## src/rtl/dbg_event_pkg.sv

```systemverilog
package dbg_event_pkg;
  localparam int NUM_EV  = 6;
  localparam int EV_TRAP = 0;
  localparam int EV_BRT  = 1;
  localparam int EV_ICMP = 2;
  localparam int EV_IRPT = 3;
  localparam int EV_DAC  = 4;
  localparam int EV_IAC  = 5;

  typedef enum logic [2:0] {
    CLS_OTHER   = 3'd0,
    CLS_TRAP    = 3'd1,
    CLS_BRANCH  = 3'd2,
    CLS_SYSCALL = 3'd3,
    CLS_MULTI   = 3'd4
  } retClass_e;

  typedef enum logic [1:0] {
    PC_RET  = 2'd0,
    PC_NEXT = 2'd1,
    PC_IRQ  = 2'd2
  } pcSel_e;

  typedef struct packed {
    logic [NUM_EV-1:0] evSet;
    logic              pcLoad;
    pcSel_e            pcSel;
    logic              raise;
  } evStrobe_t;
endpackage

```

## src/rtl/dbg_event_ctrl.sv

```systemverilog
module dbg_event_ctrl
  import dbg_event_pkg::*;
(
  input  logic       enTrap,
  input  logic       enBrt,
  input  logic       enIcmp,
  input  logic       enIrpt,
  input  logic       linkEn,
  input  logic       msrDe,
  input  logic       edm,
  input  logic       retValid,
  input  logic [2:0] retClass,
  input  logic       retCond,
  input  logic       retSuppressed,
  input  logic       retSetsDe,
  input  logic       retSetsIcmp,
  input  logic       irqTaken,
  input  logic       irqCritical,
  input  logic       iacHit,
  input  logic       dacHit,
  input  logic       mwAbort,
  output evStrobe_t  strobe
);
  logic dbgActive;
  logic trapEv, brtEv, icmpEv, irptEv, dacEv, iacEv;

  always_comb begin
    dbgActive = msrDe | edm;
    // Trap ignores the debug-enable bit and external mode.
    trapEv = enTrap & retValid & (retClass == CLS_TRAP) & retCond;
    brtEv  = enBrt & retValid & (retClass == CLS_BRANCH) & retCond & dbgActive;
    // Suppressed instructions never complete. Self-enabling writes are excluded.
    icmpEv = enIcmp & retValid & ~retSuppressed & dbgActive
           & ~retSetsDe & ~retSetsIcmp;
    irptEv = enIrpt & irqTaken & ~irqCritical;
    if (linkEn) begin
      dacEv = dacHit & iacHit & ~mwAbort;
      iacEv = 1'b0;
    end else begin
      dacEv = dacHit;
      iacEv = iacHit;
    end

    strobe = '0;
    strobe.evSet[EV_TRAP] = trapEv;
    strobe.evSet[EV_BRT]  = brtEv;
    strobe.evSet[EV_ICMP] = icmpEv;
    strobe.evSet[EV_IRPT] = irptEv;
    strobe.evSet[EV_DAC]  = dacEv;
    strobe.evSet[EV_IAC]  = iacEv;
    strobe.pcLoad = trapEv | brtEv | icmpEv | irptEv;
    if (trapEv || brtEv) strobe.pcSel = PC_RET;
    else if (icmpEv)     strobe.pcSel = PC_NEXT;
    else                 strobe.pcSel = PC_IRQ;
    strobe.raise = msrDe & (|strobe.evSet);
  end
endmodule

```

## src/rtl/dbg_event_dp.sv

```systemverilog
module dbg_event_dp
  import dbg_event_pkg::*;
#(
  parameter int AW = 32
) (
  input  logic              clk,
  input  logic              rst_n,
  input  evStrobe_t         strobe,
  input  logic [AW-1:0]     retPc,
  input  logic [AW-1:0]     retNextPc,
  input  logic [AW-1:0]     irqPc,
  input  logic              w1cValid,
  input  logic [NUM_EV-1:0] w1cMask,
  output logic [NUM_EV-1:0] status,
  output logic [AW-1:0]     savedPc,
  output logic              dbgExc
);
  logic [NUM_EV-1:0] clrMask;
  logic [AW-1:0]     pcMux;

  always_comb begin
    clrMask = w1cValid ? w1cMask : '0;
    case (strobe.pcSel)
      PC_RET:  pcMux = retPc;
      PC_NEXT: pcMux = retNextPc;
      default: pcMux = irqPc;
    endcase
  end

  always_ff @(posedge clk or negedge rst_n) begin
    if (!rst_n) begin
      status  <= '0;
      savedPc <= '0;
      dbgExc  <= 1'b0;
    end else begin
      status <= (status & ~clrMask) | strobe.evSet;
      if (strobe.pcLoad) savedPc <= pcMux;
      dbgExc <= strobe.raise;
    end
  end
endmodule

```

## src/rtl/dbg_event_rec.sv

```systemverilog
module dbg_event_rec
  import dbg_event_pkg::*;
#(
  parameter int AW = 32
) (
  input  logic              clk,
  input  logic              rst_n,
  input  logic              enTrap,
  input  logic              enBrt,
  input  logic              enIcmp,
  input  logic              enIrpt,
  input  logic              linkEn,
  input  logic              msrDe,
  input  logic              edm,
  input  logic              retValid,
  input  logic [2:0]        retClass,
  input  logic              retCond,
  input  logic              retSuppressed,
  input  logic              retSetsDe,
  input  logic              retSetsIcmp,
  input  logic [AW-1:0]     retPc,
  input  logic [AW-1:0]     retNextPc,
  input  logic              irqTaken,
  input  logic              irqCritical,
  input  logic [AW-1:0]     irqPc,
  input  logic              iacHit,
  input  logic              dacHit,
  input  logic              mwAbort,
  input  logic              w1cValid,
  input  logic [NUM_EV-1:0] w1cMask,
  output logic [NUM_EV-1:0] status,
  output logic [AW-1:0]     savedPc,
  output logic              dbgExc
);
  evStrobe_t strobe;

  dbg_event_ctrl u_ctrl (
    .enTrap(enTrap), .enBrt(enBrt), .enIcmp(enIcmp), .enIrpt(enIrpt),
    .linkEn(linkEn), .msrDe(msrDe), .edm(edm), .retValid(retValid),
    .retClass(retClass), .retCond(retCond), .retSuppressed(retSuppressed),
    .retSetsDe(retSetsDe), .retSetsIcmp(retSetsIcmp), .irqTaken(irqTaken),
    .irqCritical(irqCritical), .iacHit(iacHit), .dacHit(dacHit),
    .mwAbort(mwAbort), .strobe(strobe)
  );

  dbg_event_dp #(.AW(AW)) u_dp (
    .clk(clk), .rst_n(rst_n), .strobe(strobe), .retPc(retPc),
    .retNextPc(retNextPc), .irqPc(irqPc), .w1cValid(w1cValid),
    .w1cMask(w1cMask), .status(status), .savedPc(savedPc), .dbgExc(dbgExc)
  );
endmodule

```

## config.mk

```make
export PLATFORM = sky130hd
export DESIGN_NAME = dbg_event_rec
export DESIGN_NICKNAME = d
export VERILOG_FILES = /design/src/rtl/dbg_event_pkg.sv /design/src/rtl/dbg_event_ctrl.sv /design/src/rtl/dbg_event_dp.sv /design/src/rtl/dbg_event_rec.sv
export SDC_FILE = /design/constraint.sdc
export NUM_CORES = 1
export LEC_CHECK = 0
export CAP_MARGIN = 20
export CORE_ASPECT_RATIO = 1.2
export CORE_MARGIN = 2
export CORE_UTILIZATION = 50
export DETAILED_ROUTE_END_ITERATION = 10
export DONT_BUFFER_PORTS = 1
export SLEW_MARGIN = 20
export SYNTH_ARGS = -nofsm -noshare
export SYNTH_HDL_FRONTEND = slang
export SYNTH_SLANG_ARGS = --single-unit
```

## constraint.sdc

```tcl
create_clock -name clk -period 0.8 [get_ports clk]
set_input_delay 0.04 -clock clk [delete_from_list [all_inputs] [get_ports clk]]
set_output_delay 0.04 -clock clk [all_outputs]
set_load 0.01 [all_outputs]
```

# Word-level counts from Yosys, hierarchy flattened
# Index checks and enable logic that the tools add are counted.
[totals]
ff_bits = 39
output_inout_bits = 39
elab_cells = 44
[classes]
eq_ne = 3
muxes = 6
bitwise_logic = 29
n_reduce_logical = 3
[ops]
columns = ["cell", "count"]
rows = [
  ["case mux 32 bit (2 select lines)", 1],
  ["bitwise AND 1 bit", 17],
  ["bitwise AND 6 bit", 1],
  ["2-to-1 mux 6 bit", 1],
  ["inverter 6 bit", 1],
  ["bitwise OR 6 bit", 1],
  ["OR reduction 6 bit", 1],
  ["inverter 1 bit", 5],
  ["2-to-1 mux 2 bit", 2],
  ["bitwise OR 1 bit", 4],
  ["equality test 3 x 1 -> 1 bit (second input constant)", 1],
  ["equality test 3 x 2 -> 1 bit (second input constant)", 1],
  ["equality test 2 x 1 -> 1 bit (second input constant)", 1],
  ["logical NOT 2 bit", 1],
  ["2-to-1 mux 1 bit", 2],
  ["logical OR 1 bit", 1],
]

# Logic depth before layout (Yosys ltp)
[logic_depth]
ltp_word = 9
mapped_depth = 7
ltp_nobuf = 4

# Modules after synthesis
# A second synthesis with hierarchy kept.
[unflattened]
cells_unflattened = 222
hier_area_um2 = 2474.9
[by_module_without_submodules]
columns = ["mod", "instances", "cells_per_inst", "area_each_um2", "seq_area_each_um2"]
rows = [
  ["dbg_event_dp", 1, 198, 2302.2, 975.9],
  ["dbg_event_ctrl", 1, 24, 172.7, 0.0],
]

# Least setup slack after synthesis
# OpenSTA, ideal clock, no wires.
[synth_timing]
path_kind = "input-to-reg"
startpoint = "input retClass[2]"
endpoint = "register u_dp.savedPc[21]"
t_arrival_ps = 1316
required_ps = 678
setup_slack_ps = -638
cell_stages = 7
n_path_buf = 3
cell_sequence = "nand2b_1 or3_1 buf_6 and4_4 buf_6 buf_6 a32o_1"
[synth_between]
elab_chain_cells = 8
elab_cells_between_ends = 15
classes_between = "eq/ne (3); mux (2); bitwise (8); reduce/logical (2)"
[synth_lines]
columns = ["item", "line_no", "source"]
rows = [
  ["start, declared", "dbg_event_rec.sv:16", "input logic [2:0] retClass,"],
  ["equality test 3 x 2 -> 1 bit", "dbg_event_ctrl.sv:31", "brtEv = enBrt & retValid & (retClass == CLS_BRANCH) & retCond & dbgActive;"],
  ["bitwise AND 1 bit (3 in series)", "dbg_event_ctrl.sv:31", ""],
  ["logical OR 1 bit", "dbg_event_ctrl.sv:52", "if (trapEv || brtEv) strobe.pcSel = PC_RET;"],
  ["2-to-1 mux 2 bit", "dbg_event_ctrl.sv:52", ""],
  ["equality test 2 x 1 -> 1 bit or logical NOT 2 bit (tied branches)", "dbg_event_dp.sv:23", "case (strobe.pcSel)"],
  ["case mux 32 bit (2 select lines)", "dbg_event_dp.sv:23", ""],
  ["end signal, assigned", "dbg_event_dp.sv:37", "if (strobe.pcLoad) savedPc <= pcMux;"],
  ["end, declared", "dbg_event_dp.sv:15", "output logic [AW-1:0] savedPc,"],
]
# Several ways; a longest one is shown, not always the timed one.
# A chain may end at the register's enable or synchronous reset.

# Worst setup path after layout
[layout_timing]
startpoint = "input retSetsIcmp"
endpoint = "register u_dp.savedPc[20]"
[layout_between]
elab_chain_cells = 6
elab_cells_between_ends = 9
classes_between = "eq/ne (1); mux (3); bitwise (4); reduce/logical (1)"
[layout_lines]
columns = ["item", "line_no", "source"]
rows = [
  ["start, declared", "dbg_event_rec.sv:20", "input logic retSetsIcmp,"],
  ["inverter 1 bit (*)", "dbg_event_ctrl.sv:34", "& ~retSetsDe & ~retSetsIcmp;"],
  ["bitwise AND 1 bit (*)", "dbg_event_ctrl.sv:34", ""],
  ["2-to-1 mux 2 bit", "dbg_event_ctrl.sv:53", "else if (icmpEv) strobe.pcSel = PC_NEXT;"],
  ["2-to-1 mux 2 bit", "dbg_event_ctrl.sv:52", ""],
  ["equality test 2 x 1 -> 1 bit or logical NOT 2 bit (tied branches)", "dbg_event_dp.sv:23", ""],
  ["case mux 32 bit (2 select lines)", "dbg_event_dp.sv:23", ""],
]
# Mark *: on every way between the ends. The rest lies on a longest branch, timed or not.

==> key figures <==
Run status
  – Status: finished, violations left
  – Failing checks: hold timing, setup timing

Worst setup path
  – Crit start category: input port
  – Worst path cell trace: nor4b_4, nand2_4, buf_12, or3_1, a32o_1
  – Cell family with most CP delay: simple AND/OR/NAND/NOR gates
  – Arrival @ worst endpoint: around 1.3 ns
  – Worst Setup Path Type: in2reg
  – Crit end category: flip-flop
  – Req. time, crit path: 0.98 ns
  – Slowest CP cell: or3_1
  – CP bufs+invs: 1
  – Worst-path maximum fanout: 26
  – Critical Path Max Stage Delay: 0.36 ns

Final layout
  – Fill cell count: ~300
  – Most frequent cells in the layout: nand2_1 (43), dfrtp_1 (39), buf_6 (33)
  – Proportion of layout cells with a drive suffix above 1: 26.5%
  – Final std cells w/o fill: 405
  – Commonest non-fill, non-tap cell in the layout: nand2_1
  – Final core occ: 78.6%
  – Diodes inserted: 0
  – Nets: 471
  – Area Growth Syn to Fin: 49.3%

Clock network
  – Total CTS buffers: 5
  – # clock sinks: 39
  – Worst-path clk slew: 0.08 ns
  – Worst skew pair latency: ~0.29 ns
  – Post-CTS Hold Buffers: 29
  – CTS tree: yes
  – CTS root buf: clkbuf_8
  – H-tree Lvls: 2
  – Maximum root-to-sink buffer count: 2

Place
  – Placed Cells incl. Taps: 350
  – Final GP Congestion: about 0.84
  – Post-DP HPWL: 5.39 mm
  – PortBufs: 0

Timing
  – Slew HR: 76.1%
  – FMAX: roughly 0.89 GHz
  – Slew @ Worst Pin: 0.358 ns
  – Ratio of final minimum period to clock period: 141%
  – RSZ-0062 raised after global routing: true
  – Max-slew violation count: 0
  – Final hold violations: 39
  – Final hold slack: -0.567 ns
  – Final WS setup: -0.326 ns
  – Clk_skew: 0 ns
  – Minimum clock period: 1.13 ns
  – Setup-failing EPs final: 65

Synth
  – Mapped Area: 2440 sq um
  – Sequential fraction of the synthesis area: 40.0%
  – Post-synthesis register bit count: 39
  – Yosys warnings: 0
  – Post-Synthesis Cells: 268
  – Unique masters post-synth: 31
  – Syn Nets: 393
  – Avg Inst Size Synth: 9.10 sq um

Hold path
  – Hold WC Path Type: in2async

Detailed routing
  – Vias per cell: 6.55
  – Routed length on met3: 664 microns
  – Max layer used: met4
  – DR WL/cell: 21.0 microns
  – Via count: 2654
  – Drt initial violations: 131
  – WL final: between 8 and 9 mm
  – Antenna-violating nets left: 0
  – # DRC: 0
  – First-pass iteration count of the detailed router: 4
  – Post-Route M1 WL: ~3.0 mm
  – WL met2: 4.62 mm

Floorplanning
  – Die width: between 60 and 70 microns
  – Total core area: 4630 sq um
  – Die height: 80.5 microns
  – Initial Utilization: a little over half
  – Io pins: 164
  – Die Footprint: 5450 sq um
  – # rows: 27

Global route
  – Gr ovfl total: 0
  – Number of global-route vias before repair: 2678
  – Initial antenna violation count: 0
  – Overall global routing resource usage: 30.4%
  – First-pass GRT wire length: 12.5 mm
  – Largest net degree at the start of global routing: 40

Power
  – P_leak: 1.63 nW
  – PwrDens: 1750 nW/um^2
  – IR drop worst, VDD: 0.00109 V

Run
  – Max-Cap Viols: 0
==> registers in the layout (all words and copies together), names as in the netlist <==
name,flops
u_dp.status,6
u_dp.savedPc,32
u_dp.dbgExc,1
==> metal layers <==
layer	vias up	global-route usage [%]
li1	1189	-
met1	1297	34.1
met2	141	53.4
met3	27	7.28
met4	0	13.1
met5	-	0
==> area by class of cell <==
type	count	area [sq um]	area share (%)
Timing Repair Buffer	100	1080	29.8
Tap cell	58	72.6	1.99
Clock inverter	2	35.0	0.963
Multi-Input combinational cell	200	1390	38.2
Sequential cell	39	976	26.8
Clock buffer	6	82.6	2.27
==> power by group <==
part	internal, mW	switching [mW]
combinational	1.29	0.696
sequential	2.35	0.312
clock	1.01	0.693
==> cells by family after synthesis <==
logic type / share of synthesized area (%)
simple gates: 28.5
buf+inv: 5.54
flops: 40.0
compound gates: 25.9
==> what timing repair did <==
| item | CTS | global route |
|---|---|---|
| setup endpoints to repair | 65 | 69 |
| resized for setup | 40 | 8 |
| pin swaps | 3 | 6 |
| setup buffers | 8 | 7 |
| cloned | 2 | 1 |
| hold endpoints to repair | 66 | 39 |
==> cell usage after synthesis <==
library cell  count  area share, %
or2_1             1           0.26
nor2b_1           1           0.26
a21boi_0          3           0.92
dfrtp_1          39             40
nand2_2           1           0.26
nand2_1          43            6.6
buf_1             3           0.46
a21boi_1          1           0.31
and3b_1           1           0.36
and4_4            1           0.46
a21oi_1           1           0.21
o32a_1            3            1.2
or4b_1            1           0.41
nand4_1          30            7.7
nand3b_1          2           0.62
o31a_1            1           0.36
nor2_1            4           0.62
nor3_1            4           0.82
o21ai_2           1           0.36
nand3_1           3           0.62
nand4b_1          1           0.36
clkbuf_1         20            3.1
a21o_1           31            9.5
buf_2             3           0.62
o21a_1            1           0.31
or3_1            30            7.7
buf_6             3            1.4
nand2b_1          2           0.51
nor4b_4           1           0.97
o22ai_1           3           0.77
a32o_1           29             12
==> path summary, 6_finish.rpt <==
kind	startpoint	end	slack, ns	cells after the start
worst min register to register	u_dp.savedPc[18]	u_dp.savedPc[18]	0.52	1
worst max-delay path	retSetsIcmp	u_dp.savedPc[20]	-0.33	5
worst max register to register	u_dp.savedPc[24]	u_dp.savedPc[24]	-0.08	2
worst min-delay path	rst_n	u_dp.status[1]	-0.57	0
max in group asynchronous	rst_n	u_dp.savedPc[19]	1.28	0
min in group clk	retNextPc[23]	u_dp.savedPc[23]	0	2
==> stage by stage <==
stage / hold WS [ns] / cell area (sq um) / power (mW) / worst slack [ns] / setup TNS (ns)
5_1_grt: -0.587 / 3640 / 6.66 / -0.376 / -13.70
3_5_place_dp: -0.255 / 2870 / 4.07 / -0.688 / -22.24
6_report: -0.567 / 3640 / 6.36 / -0.326 / -11.32
3_3_place_gp: -0.255 / 2870 / 3.99 / -0.658 / -21.53
2_1_floorplan: -0.256 / 2470 / 3.32 / -0.634 / -19.15
4_1_cts: -0.572 / 3540 / 6.29 / -0.329 / -11.39
No activity file was read; power rests on OpenSTA's default activity.
